**src/rtl/amode_pkg.sv**
```systemverilog
package amode_pkg;
  localparam int ADDR_W = 64;
  localparam int LIM24  = 24;
  localparam int LIM31  = 31;

  localparam logic [1:0] AM24 = 2'b00;
  localparam logic [1:0] AM31 = 2'b01;
  localparam logic [1:0] AM64 = 2'b11;

  typedef enum logic [2:0] {
    OP_GEN  = 3'd0,
    OP_SET  = 3'd1,
    OP_BSM  = 3'd2,
    OP_TEST = 3'd3
  } agen_op_t;

  // Clear upper bits according to the mode.
  function automatic logic [ADDR_W-1:0] trunc_by_mode(input logic [ADDR_W-1:0] a,
                                                      input logic [1:0] m);
    logic [ADDR_W-1:0] r;
    r = a;
    if (!m[0])      r[ADDR_W-1:LIM24] = '0;
    else if (!m[1]) r[ADDR_W-1:LIM31] = '0;
    return r;
  endfunction

  // Mode chosen from the register operand of a branch-set-mode.
  function automatic logic [1:0] mode_from_reg(input logic [ADDR_W-1:0] r);
    if (r[0])       return AM64;
    else if (r[31]) return AM31;
    else            return AM24;
  endfunction

  // Condition code reported for a mode.
  function automatic logic [1:0] cc_of_mode(input logic [1:0] m);
    case (m)
      AM31:    return 2'd1;
      AM64:    return 2'd3;
      default: return 2'd0;
    endcase
  endfunction

  function automatic logic mode_code_ok(input logic [1:0] m);
    return (m != 2'b10);
  endfunction
endpackage

```
**src/rtl/agen_sum.sv**
```systemverilog
module agen_sum
  import amode_pkg::*;
#(
  parameter int DISP_W = 12
) (
  input  logic [ADDR_W-1:0] base_val,
  input  logic              base_en,
  input  logic [ADDR_W-1:0] index_val,
  input  logic              index_en,
  input  logic [DISP_W-1:0] disp,
  input  logic [1:0]        mode,
  output logic [ADDR_W-1:0] ea
);
  localparam int PAD_W = ADDR_W - DISP_W;

  logic [ADDR_W-1:0] b_op, x_op, d_op, raw;

  always_comb begin
    b_op = base_en  ? base_val  : '0;
    x_op = index_en ? index_val : '0;
    d_op = {{PAD_W{1'b0}}, disp};
    raw  = b_op + x_op + d_op;
    ea   = trunc_by_mode(raw, mode);
  end
endmodule

```
**src/rtl/amode_ctl.sv**
```systemverilog
module amode_ctl
  import amode_pkg::*;
(
  input  logic              clk,
  input  logic              rst_n,
  input  logic              set_stb,
  input  logic [1:0]        set_sel,
  input  logic              bsm_stb,
  input  logic [ADDR_W-1:0] bsm_reg,
  output logic [1:0]        mode_q,
  output logic              set_reject
);
  logic [1:0] mode_d;

  assign set_reject = set_stb && !mode_code_ok(set_sel);

  always_comb begin
    mode_d = mode_q;
    if (set_stb && !set_reject) mode_d = set_sel;
    else if (bsm_stb)           mode_d = mode_from_reg(bsm_reg);
  end

  always_ff @(posedge clk) begin
    if (!rst_n) mode_q <= AM24;
    else        mode_q <= mode_d;
  end
endmodule

```
**src/rtl/amode_agen.sv**
```systemverilog
module amode_agen
  import amode_pkg::*;
#(
  parameter int DISP_W = 12
) (
  input  logic              clk,
  input  logic              rst_n,
  input  logic              cmd_valid,
  input  logic [2:0]        cmd_op,
  input  logic [63:0]       base_val,
  input  logic              base_en,
  input  logic [63:0]       index_val,
  input  logic              index_en,
  input  logic [DISP_W-1:0] disp,
  input  logic [1:0]        mode_sel,
  input  logic [63:0]       br_reg,
  input  logic [63:0]       ret_addr,
  output logic [63:0]       addr_out,
  output logic              addr_valid,
  output logic [1:0]        mode_out,
  output logic [1:0]        cc_out,
  output logic              cc_valid,
  output logic [63:0]       link_out,
  output logic              link_valid
);
  logic gen_stb, set_stb, bsm_stb, test_stb, set_reject;
  logic [1:0]        mode_q;
  logic [ADDR_W-1:0] ea, link_d;

  assign gen_stb  = cmd_valid && (cmd_op == OP_GEN);
  assign set_stb  = cmd_valid && (cmd_op == OP_SET);
  assign bsm_stb  = cmd_valid && (cmd_op == OP_BSM);
  assign test_stb = cmd_valid && (cmd_op == OP_TEST);

  agen_sum #(.DISP_W(DISP_W)) u_sum (
    .base_val (base_val),
    .base_en  (base_en),
    .index_val(index_val),
    .index_en (index_en),
    .disp     (disp),
    .mode     (mode_q),
    .ea       (ea)
  );

  amode_ctl u_ctl (
    .clk       (clk),
    .rst_n     (rst_n),
    .set_stb   (set_stb),
    .set_sel   (mode_sel),
    .bsm_stb   (bsm_stb),
    .bsm_reg   (br_reg),
    .mode_q    (mode_q),
    .set_reject(set_reject)
  );

  always_comb begin
    link_d = trunc_by_mode(ret_addr, mode_q);
    if (mode_q == AM64) link_d[0] = 1'b1;
  end

  always_ff @(posedge clk) begin
    if (!rst_n) begin
      addr_out   <= '0;
      addr_valid <= 1'b0;
      cc_out     <= 2'd0;
      cc_valid   <= 1'b0;
      link_out   <= '0;
      link_valid <= 1'b0;
    end else begin
      addr_valid <= gen_stb;
      cc_valid   <= test_stb;
      link_valid <= bsm_stb;
      if (gen_stb)  addr_out <= ea;
      if (test_stb) cc_out   <= cc_of_mode(mode_q);
      if (bsm_stb)  link_out <= link_d;
    end
  end

  assign mode_out = mode_q;
endmodule

```
**config.mk**
```make
export PLATFORM = sky130hd
export DESIGN_NAME = amode_agen
export DESIGN_NICKNAME = d
export VERILOG_FILES = /design/src/rtl/amode_pkg.sv /design/src/rtl/agen_sum.sv /design/src/rtl/amode_ctl.sv /design/src/rtl/amode_agen.sv
export SDC_FILE = /design/constraint.sdc
export NUM_CORES = 1
export LEC_CHECK = 0
export ABC_AREA = 1
export CAP_MARGIN = 10
export CORE_ASPECT_RATIO = 2
export CORE_MARGIN = 2
export CORE_UTILIZATION = 45
export CTS_CLUSTER_DIAMETER = 30
export CTS_CLUSTER_SIZE = 10
export DETAILED_ROUTE_END_ITERATION = 16
export PLACE_DENSITY = 0.79
export SYNTH_ARGS = -nofsm -noshare
export SYNTH_HDL_FRONTEND = slang
export SYNTH_HIERARCHICAL = 1
export SYNTH_SLANG_ARGS = --single-unit
```
**constraint.sdc**
```tcl
create_clock -name clk -period 3.33 [get_ports clk]
set_clock_uncertainty 0.2 [all_clocks]
set_input_delay 0.333 -clock clk [delete_from_list [all_inputs] [get_ports clk]]
set_output_delay 0.333 -clock clk [all_outputs]
set_load 0.02 [all_outputs]
```
# Word level (Yosys, flattened, before mapping)
# Index checks and enable logic that the tools add are counted.
[totals] register_bits=135 input_bits=278
[op_classes] add_sub_neg=2 mux=14 n_reduce_logical=10 eq_ne=6
[op_table] cell="$mux 33" n=4
[op_table] cell="$mux 64" n=2
[op_table] cell="$add 64x12->64" n=1
[op_table] cell="$add 64x64->64" n=1
[op_table] cell="$mux 7" n=2
[op_table] cell="$eq 3x2->1 const B" n=2
[op_table] cell="$logic_and 1x1->1" n=6
[op_table] cell="$mux 2" n=3
[op_table] cell="$pmux 2 s2" n=1
[op_table] cell="$eq 3x1->1 const B" n=1
[op_table] cell="$logic_not 3->1" n=1
[op_table] cell="$eq 2x1->1 const B" n=1
[op_table] cell="$eq 2x2->1 const B" n=1
[op_table] cell="$logic_not 1->1" n=2
[op_table] cell="$mux 1" n=2
[op_table] cell="$ne 2x2->1 const B" n=1
[op_table] cell="$reduce_bool 2->1" n=1

# Depth between registers and ports, before layout
# Gate-level depths: netlist of run 1.
[logic_depth] word_depth=6 mapped_depth=23 mapped_depth_nobuf=21

# Cells and area by module
# Netlist of run 1, hierarchy kept.
[modules_own_cells] module="agen_sum" instances=1 area_per_inst_um2=7975.1 seq_area_each_um2=0.0 cells_each=1636
[modules_own_cells] module="amode_agen" instances=1 area_per_inst_um2=5831.8 seq_area_each_um2=2662.6 cells_each=789
[modules_own_cells] module="amode_ctl" instances=1 area_per_inst_um2=132.6 seq_area_each_um2=40.0 cells_each=22

# Worst setup path after synthesis of run 1
# OpenSTA, ideal clock, no wires.
[synth_timing] path_type="input port to flip-flop" startpoint="in base_en" endpoint="reg addr_out[61]" required_time_ns=3.015 stages=22 setup_slack_ns=-0.033 arrival_ns=3.048 path_cell_list="clkbuf_1 -> clkbuf_1 -> nand2_1 -> inv_1 -> fa_1 -> ha_1 -> fa_1 -> nand2_1 -> nand3_1 -> nand3_1 -> nand2_2 -> nand2_2 -> nand2_4 -> nand2_2 -> nand2_2 -> nand2_1 -> nand3_1 -> nand2_1 -> nor2_1 -> nand3b_1 -> nand2_1 -> nor2_1"
[synth_between] elab_chain_len=5
[synth_rtl] item="from (decl)" line="amode_agen.sv:11" rtl="input logic base_en,"
[synth_rtl] item="$mux 64" line="agen_sum.sv:19" rtl="b_op = base_en ? base_val : '0;"
[synth_rtl] item="$add 64x64->64" line="agen_sum.sv:22" rtl="raw = b_op + x_op + d_op;"
[synth_rtl] item="$add 64x12->64" line="agen_sum.sv:22"
[synth_rtl] item="$mux 33" line="amode_pkg.sv:23" rtl="else if (!m[1]) r[ADDR_W-1:LIM31] = '0;"
[synth_rtl] item="$mux 33" line="amode_pkg.sv:22" rtl="if (!m[0]) r[ADDR_W-1:LIM24] = '0;"
[synth_rtl] item="net ea[61]" line="amode_agen.sv:28" rtl="logic [ADDR_W-1:0] ea, link_d;"
[synth_rtl] item="to (signal assigned)" line="amode_agen.sv:63" rtl="addr_out <= '0;"
[synth_rtl] item="to (signal assigned)" line="amode_agen.sv:73" rtl="if (gen_stb) addr_out <= ea;"
[synth_rtl] item="to (decl)" line="amode_agen.sv:18" rtl="output logic [63:0] addr_out,"
# The timed path passes the listed nets, and every way through them passes these cells.
# A chain may end at the register's enable or synchronous reset.

# Worst setup path in the final report of run 1
[layout_timing] startpoint="in base_val[8]" endpoint="reg addr_out[48]"
[layout_between] elab_chain_len=5
[layout_rtl] item="from (decl)" line="amode_agen.sv:10" rtl="input logic [63:0] base_val,"
[layout_rtl] item="$mux 64" line="agen_sum.sv:19"
[layout_rtl] item="$add 64x64->64" line="agen_sum.sv:22"
[layout_rtl] item="$add 64x12->64" line="agen_sum.sv:22"
[layout_rtl] item="$mux 33" line="amode_pkg.sv:23"
[layout_rtl] item="$mux 33" line="amode_pkg.sv:22"
[layout_rtl] item="net ea[48]" line="amode_agen.sv:28"
# The timed path passes the listed nets, and every way through them passes these cells.

==> flow_summary.json, run 1 <==
{
  "status": "complete, no violations",
  "tns_ns": 0,
  "fin_crit_sh_pct": 93.9,
  "syn_avg_cell_area_um2": 5.70,
  "cp-start-kind": "input pin",
  "cpPeakStageDelay_ns": 0.46,
  "critical_path_required_ns": 3.45,
  "setup.worst_path.class": "in2reg",
  "path_buf_inv": 5,
  "slew_headroom_pct": 54.2,
  "wirelength_mm": 47.5,
  "critPathSlowestCell": "clkdlybuf4s50_1",
  "reg2reg_depth": 9,
  "path_cells": "clkdlybuf4s50_1, nand2_1, inv_1, fa_1, ha_1, nand2_1, nor2_1, nand2_1, inv_1, nand2_1, nand2_1, nand3_1, nand3_1, nand2_1, inv_1, nor2_1, buf_4, nand3b_1, nand2_1, nor2_1",
  "ant_nets": 0,
  "power_leakage_uw": 0.0107,
  "reg2reg_setup_slack_ns": 1.16,
  "grt_overflow_total": 0,
  "worst-path-max-fanout": 4,
  "reg2reg_to": "addr_out[32]",
  "grt_pass1_wl_mm": 73.7,
  "clk-insertion-delay-late_ns": 0.42,
  "diodes": 0,
  "place.port_buffers": 350,
  "final-setup-viol-count": 0,
  "grt_start_max_net_pins": 109,
  "remaining_drc_errors": 0,
  "critPathCaptureType": "flip-flop",
  "power_density_mw_per_mm2": 288,
  "die_h_um": 253,
  "coreArea_mm2": 0.0306,
  "hold_viol_final": 0,
  "syn-instance-count": 2445,
  "crit_family": "simple AND/OR/NAND/NOR gates",
  "arrival_ns": 3.25,
  "grt_pass1_vias": 15000,
  "drive_above_1_share_pct": 9.33,
  "tightest_slew_ns": 0.686,
  "min_from": "rst_n",
  "hold_slack_ns": 0.230,
  "irDropWorstVdd_mv": 0.392,
  "cts_buffers": 17,
  "yosys_warnings": 6,
  "clk_path_buf_depth": 2,
  "whs_path_depth": 3,
  "holdPathEnd": "link_out[46]",
  "dp_hpwl_mm": 39.1,
  "place.gp.congestion": 1.01,
  "ios": 413,
  "hold_class": "in2reg",
  "synth_area_mm2": 0.0139,
  "cts-hold-fix-buffers": 0,
  "clock_sinks": 135,
  "finalMaxSlewViolations": 0,
  "ctsHtreeMaxLevel": 4,
  "rows": 91,
  "grt_usage_pct": 28.6,
  "post_drt_wl_per_cell_um": 14.6,
  "die_area_mm2": 0.0325,
  "via_per_inst": 4.88,
  "antenna_found_initial": 0,
  "clkTransAtPathRegs_ns": 0.06,
  "die_w_um": 128,
  "root_buffer": "clkbuf_16",
  "rsz0062_at_grt": "no",
  "start_util_pct": 45.5,
  "fillers": 2913,
  "first_pass_iters": 6,
  "reg2reg_from": "u_ctl/mode_q[0]",
  "maxCapViolCount": 0,
  "cts_tree": "done",
  "nNetsFinal": 3284,
  "drtIter0Drc": 897,
  "via_count": 15900,
  "synth_nets": 2849,
  "max_freq_ghz": 0.320,
  "area_growth_pct": 37.7,
  "fin_crit_ns": 3.13,
  "crit_top_cell": "nand2_1"
}
worst reg2reg max path, delay by kind of cell (launching register included):
family / cells / cell delay, ns
compound gates: 2 / 0.33
buf+inv: 3 / 0.57
simple gates: 4 / 0.36
flops: 1 / 0.65
stage by stage:
stage | cells | cell area (um^2) | utilization [%] | setup WS (ns) | total power [uW]
4_1_cts | 3265 | 19200 | 62.6 | 0.256 | 5560
3_3_place_gp | 3233 | 18600 | 60.8 | -0.132 | 3710
6_report | 3265 | 19200 | 62.6 | 0.203 | 5520
5_1_grt | 3265 | 19200 | 62.6 | 0.0157 | 5830
2_1_floorplan | 2445 | 13900 | - | 0.0457 | 2830
3_5_place_dp | 3233 | 18600 | 60.8 | -0.186 | 3740
where the power goes:
part | switching [uW] | internal [uW] | total, uW
registers | 33.5 | 1670 | 1700
logic | 1080 | 928 | 2010
clock network | 803 | 1000 | 1810
total | 1920 | 3600 | 5520
layout by cell type, fill, tap and decap left out, types with 2 or more instances in the layout:
master and count:
nand2_1 811, inv_1 453, clkdlybuf4s50_1 347, nor2_1 316, buf_4 149, a21oi_1 139, dfxtp_1 134, nand3_1 129
ha_1 113, nand3b_1 89, nand2_2 41, nor2_2 21, xor2_1 21, clkbuf_16 17, nor3_1 14, fa_1 13
nand4_1 11, o21ai_0 9, nand3_2 9, inv_6 6, buf_12 6, o21bai_1 6, and2_1 5, xnor2_1 5
nor2_4 4, nor4_1 3, clkinvlp_4 3, inv_8 2, clkinv_4 2, buf_2 2, or2_1 2, and3_1 2
metal layers:
layer  global-route usage (%)  up-vias  wire, um
met4                     22.4        0      4370
met2                     50.3      548     22800
li1                         -     8270         -
met1                     29.6     6929     17700
met3                     4.73      175      2670
met5                        0        -         0
worst max-delay path by stage:
stage	from	endpoint	slack, ns	cells past startpoint
global route	base_val[8]	addr_out[40]	0.02	18
floorplan	base_en	addr_out[61]	0.05	22
global placement	base_val[4]	addr_out[52]	-0.13	19
detailed placement	index_val[1]	addr_out[57]	-0.19	19
CTS	base_val[8]	addr_out[42]	0.26	20
finish	base_val[8]	addr_out[48]	0.20	20
area by class of cell:
type	count	area [um^2]	share of cell area (%)
clock buffers	18	439	2.29
multi-input cells	1768	9020	47.0
flip-flops and latches	135	2700	14.1
clock inverters	14	131	0.685
well taps	372	465	2.43
repair buffers	504	4720	24.6
inverters	454	1700	8.88
state kept, by name, summed over array words and instances (netlist names):
name,count
cc_out,2
link_out,64
addr_out,64
cc_valid,1
u_ctl/mode_q,2
addr_valid,1
link_valid,1
timing repair:
action / 4_1_cts / 5_1_grt
setup endpoints to repair: 0 / 1
buffers inserted: 0 / 0
gates resized for setup: 0 / 1
No activity file was read; power rests on OpenSTA's default activity.
==> inputs of run 2 (changes only) <==
==> constraint.sdc (replaced) <==
create_clock -name clk -period 3.33 [get_ports clk]
set_clock_uncertainty 0.2 [all_clocks]
set_input_delay 0.666 -clock clk [delete_from_list [all_inputs] [get_ports clk]]
set_output_delay 0.666 -clock clk [all_outputs]
set_load 0.05 [all_outputs]
==> flow_summary.json, run 2 (synthesis gave the netlist of run 1 again) <==
{
  "status": "complete, no violations",
  "grt_use_met3_pct": 4.42,
  "coreArea_mm2": 0.0306,
  "place.port_buffers": 350,
  "reg2reg_to": "addr_out[31]",
  "grt_pass1_vias": 15600,
  "rows": 91,
  "worst-path-max-fanout": 5,
  "max_freq_ghz": 0.303,
  "ant_nets": 0,
  "first_pass_iters": 8,
  "area_growth_pct": 53.4,
  "place.gp.congestion": 0.991,
  "via_count": 16800,
  "nNetsFinal": 3357,
  "cts-hold-fix-buffers": 0,
  "reg2reg_setup_slack_ns": 1.02,
  "reg2reg_from": "u_ctl/mode_q[1]",
  "mostFrequentLayoutCells": "722 x nand2_1, 424 x inv_1, 322 x clkdlybuf4s50_1, 276 x nor2_1, 211 x buf_4",
  "hold_class": "reg2reg",
  "critPathCaptureType": "flip-flop",
  "die_w_um": 128,
  "root_buffer": "clkbuf_16",
  "dp_hpwl_mm": 41.5,
  "drive_above_1_share_pct": 20.5,
  "ctsHtreeMaxLevel": 4,
  "clk-insertion-delay-late_ns": 0.43,
  "grt_pass1_wl_mm": 78.2,
  "post_drt_wl_per_cell_um": 16.4,
  "maxCapViolCount": 0,
  "setup.worst_path.class": "in2reg",
  "clkTransAtPathRegs_ns": 0.06,
  "grt_usage_pct": 30.9,
  "power_density_mw_per_mm2": 296,
  "remaining_drc_errors": 0,
  "power_leakage_uw": 0.0114,
  "whs_path_depth": 2,
  "die_area_mm2": 0.0325,
  "cts_tree": "done",
  "final-setup-viol-count": 0,
  "reg2reg_depth": 9,
  "slew_headroom_pct": 49.6,
  "top_regs": "addr_out: 64 flops, link_out: 64 flops",
  "grt_use_met2_pct": 55.8,
  "dp.cells": 3284,
  "irDropWorstVdd_mv": 0.371,
  "drtIter0Drc": 1126,
  "finalNonFillerCells": 3340,
  "grt_start_max_net_pins": 129,
  "die_h_um": 253,
  "holdPathEnd": "addr_out[62]",
  "start_util_pct": 45.5,
  "grt.busiest_layer": "met2",
  "rsz0062_at_grt": "yes",
  "min_from": "addr_out[62]",
  "fin_crit_sh_pct": 99.1,
  "clock_sinks": 135,
  "cts_buffers": 17,
  "antenna_found_initial": 2,
  "via_per_inst": 5.04,
  "clk_path_buf_depth": 2,
  "fin_util_pct": 69.8,
  "critical_path_required_ns": 3.45,
  "finalMaxSlewViolations": 0,
  "arrival_ns": 3.42,
  "use_met1_pct": 31.2,
  "fin_crit_ns": 3.30,
  "wirelength_mm": 54.9,
  "final_common_cell": "nand2_1",
  "grt_overflow_total": 0,
  "tightest_slew_ns": 0.755,
  "ios": 413,
  "cp-start-kind": "input pin",
  "hold_viol_final": 0
}
run 2: changes by cell type in the layout (fill, tap and decap cells not counted), moves of 25 or more:
cell / previous run / this run
inv_1: 453 / 424
buf_4: 149 / 211
a21oi_1: 139 / 113
nor2_1: 316 / 276
ha_4: 0 / 43
ha_1: 113 / 65
inv_2: 1 / 28
clkdlybuf4s50_1: 347 / 322
nand2_1: 811 / 722
nand2_2: 41 / 108
a21oi_2: 1 / 26
run 2: repair_timing:
action | CTS | global route
resized for setup | 36 | 330
gates cloned | 0 | 4
pin swaps | 18 | 129
setup endpoints to repair | 25 | 44
setup buffers | 1 | 19
run 2: cell type report:
class | count | area [um^2]
well taps | 372 | 465
fillers | 2602 | 9260
repair buffers | 577 | 5470
clock buffers | 17 | 425
diodes | 2 | 5.00
flip-flops and latches | 135 | 2700
inverters | 454 | 1710
clock inverters | 15 | 185
multi-input cells | 1768 | 10400
run 2: worst max-delay path by stage:
stage | slack [ns] | to | start | depth (start not counted)
after global placement | -0.72 | addr_out[49] | base_val[1] | 21
final | 0.03 | addr_out[40] | base_val[3] | 18
after floorplan | -0.03 | addr_out[61] | base_en | 22
after CTS | 0.004 | addr_out[61] | base_en | 17
after global routing | -0.08 | addr_out[41] | base_val[0] | 19
after detailed placement | -0.74 | addr_out[49] | index_val[1] | 21
run 2: metrics by stage:
step / cell area, um^2 / setup TNS [ns] / setup WS (ns) / power (uW) / hold slack (ns)
6_report: 21400 / 0 / 0.0297 / 6320 / 0.264
4_1_cts: 19800 / 0 / 0.00401 / 5950 / 0.282
3_5_place_dp: 19000 / -23.09 / -0.741 / 3940 / 0.266
2_1_floorplan: 14000 / -0.0358 / -0.0288 / 2960 / 0.500
5_1_grt: 21400 / -1.16 / -0.0842 / 6590 / 0.294
3_3_place_gp: 19000 / -20.66 / -0.716 / 3920 / 0.259
run 2: worst max-delay path, stage by stage:
cell and delay (ns):
clkdlybuf4s50_1 0.51, nand2_1 0.07, inv_1 0.07, fa_1 0.45, ha_4 0.26, or2_4 0.27
nand3_2 0.09, nand2_4 0.07, nand2_2 0.09, nand3_4 0.09, nand3b_1 0.15, nand3_1 0.09
nand2_1 0.06, nor2_1 0.06, buf_4 0.15, nand3b_1 0.15, nand2_1 0.08, nor2_1 0.05
run 2: layer usage:
| metal | vias up | part of all wire, % |
|---|---|---|
| li1 | 8418 | - |
| met1 | 7549 | 35 |
| met2 | 652 | 49 |
| met5 | - | 0 |
| met3 | 228 | 5.7 |
| met4 | 0 | 10 |
run 2: power breakdown:
part / leakage, uW / switching (uW) / internal (uW) / total [uW]
Clock: 0.000290 / 826 / 1140 / 1960
Combinational: 0.0100 / 1460 / 1200 / 2660
Sequential: 0.00110 / 28.4 / 1670 / 1700
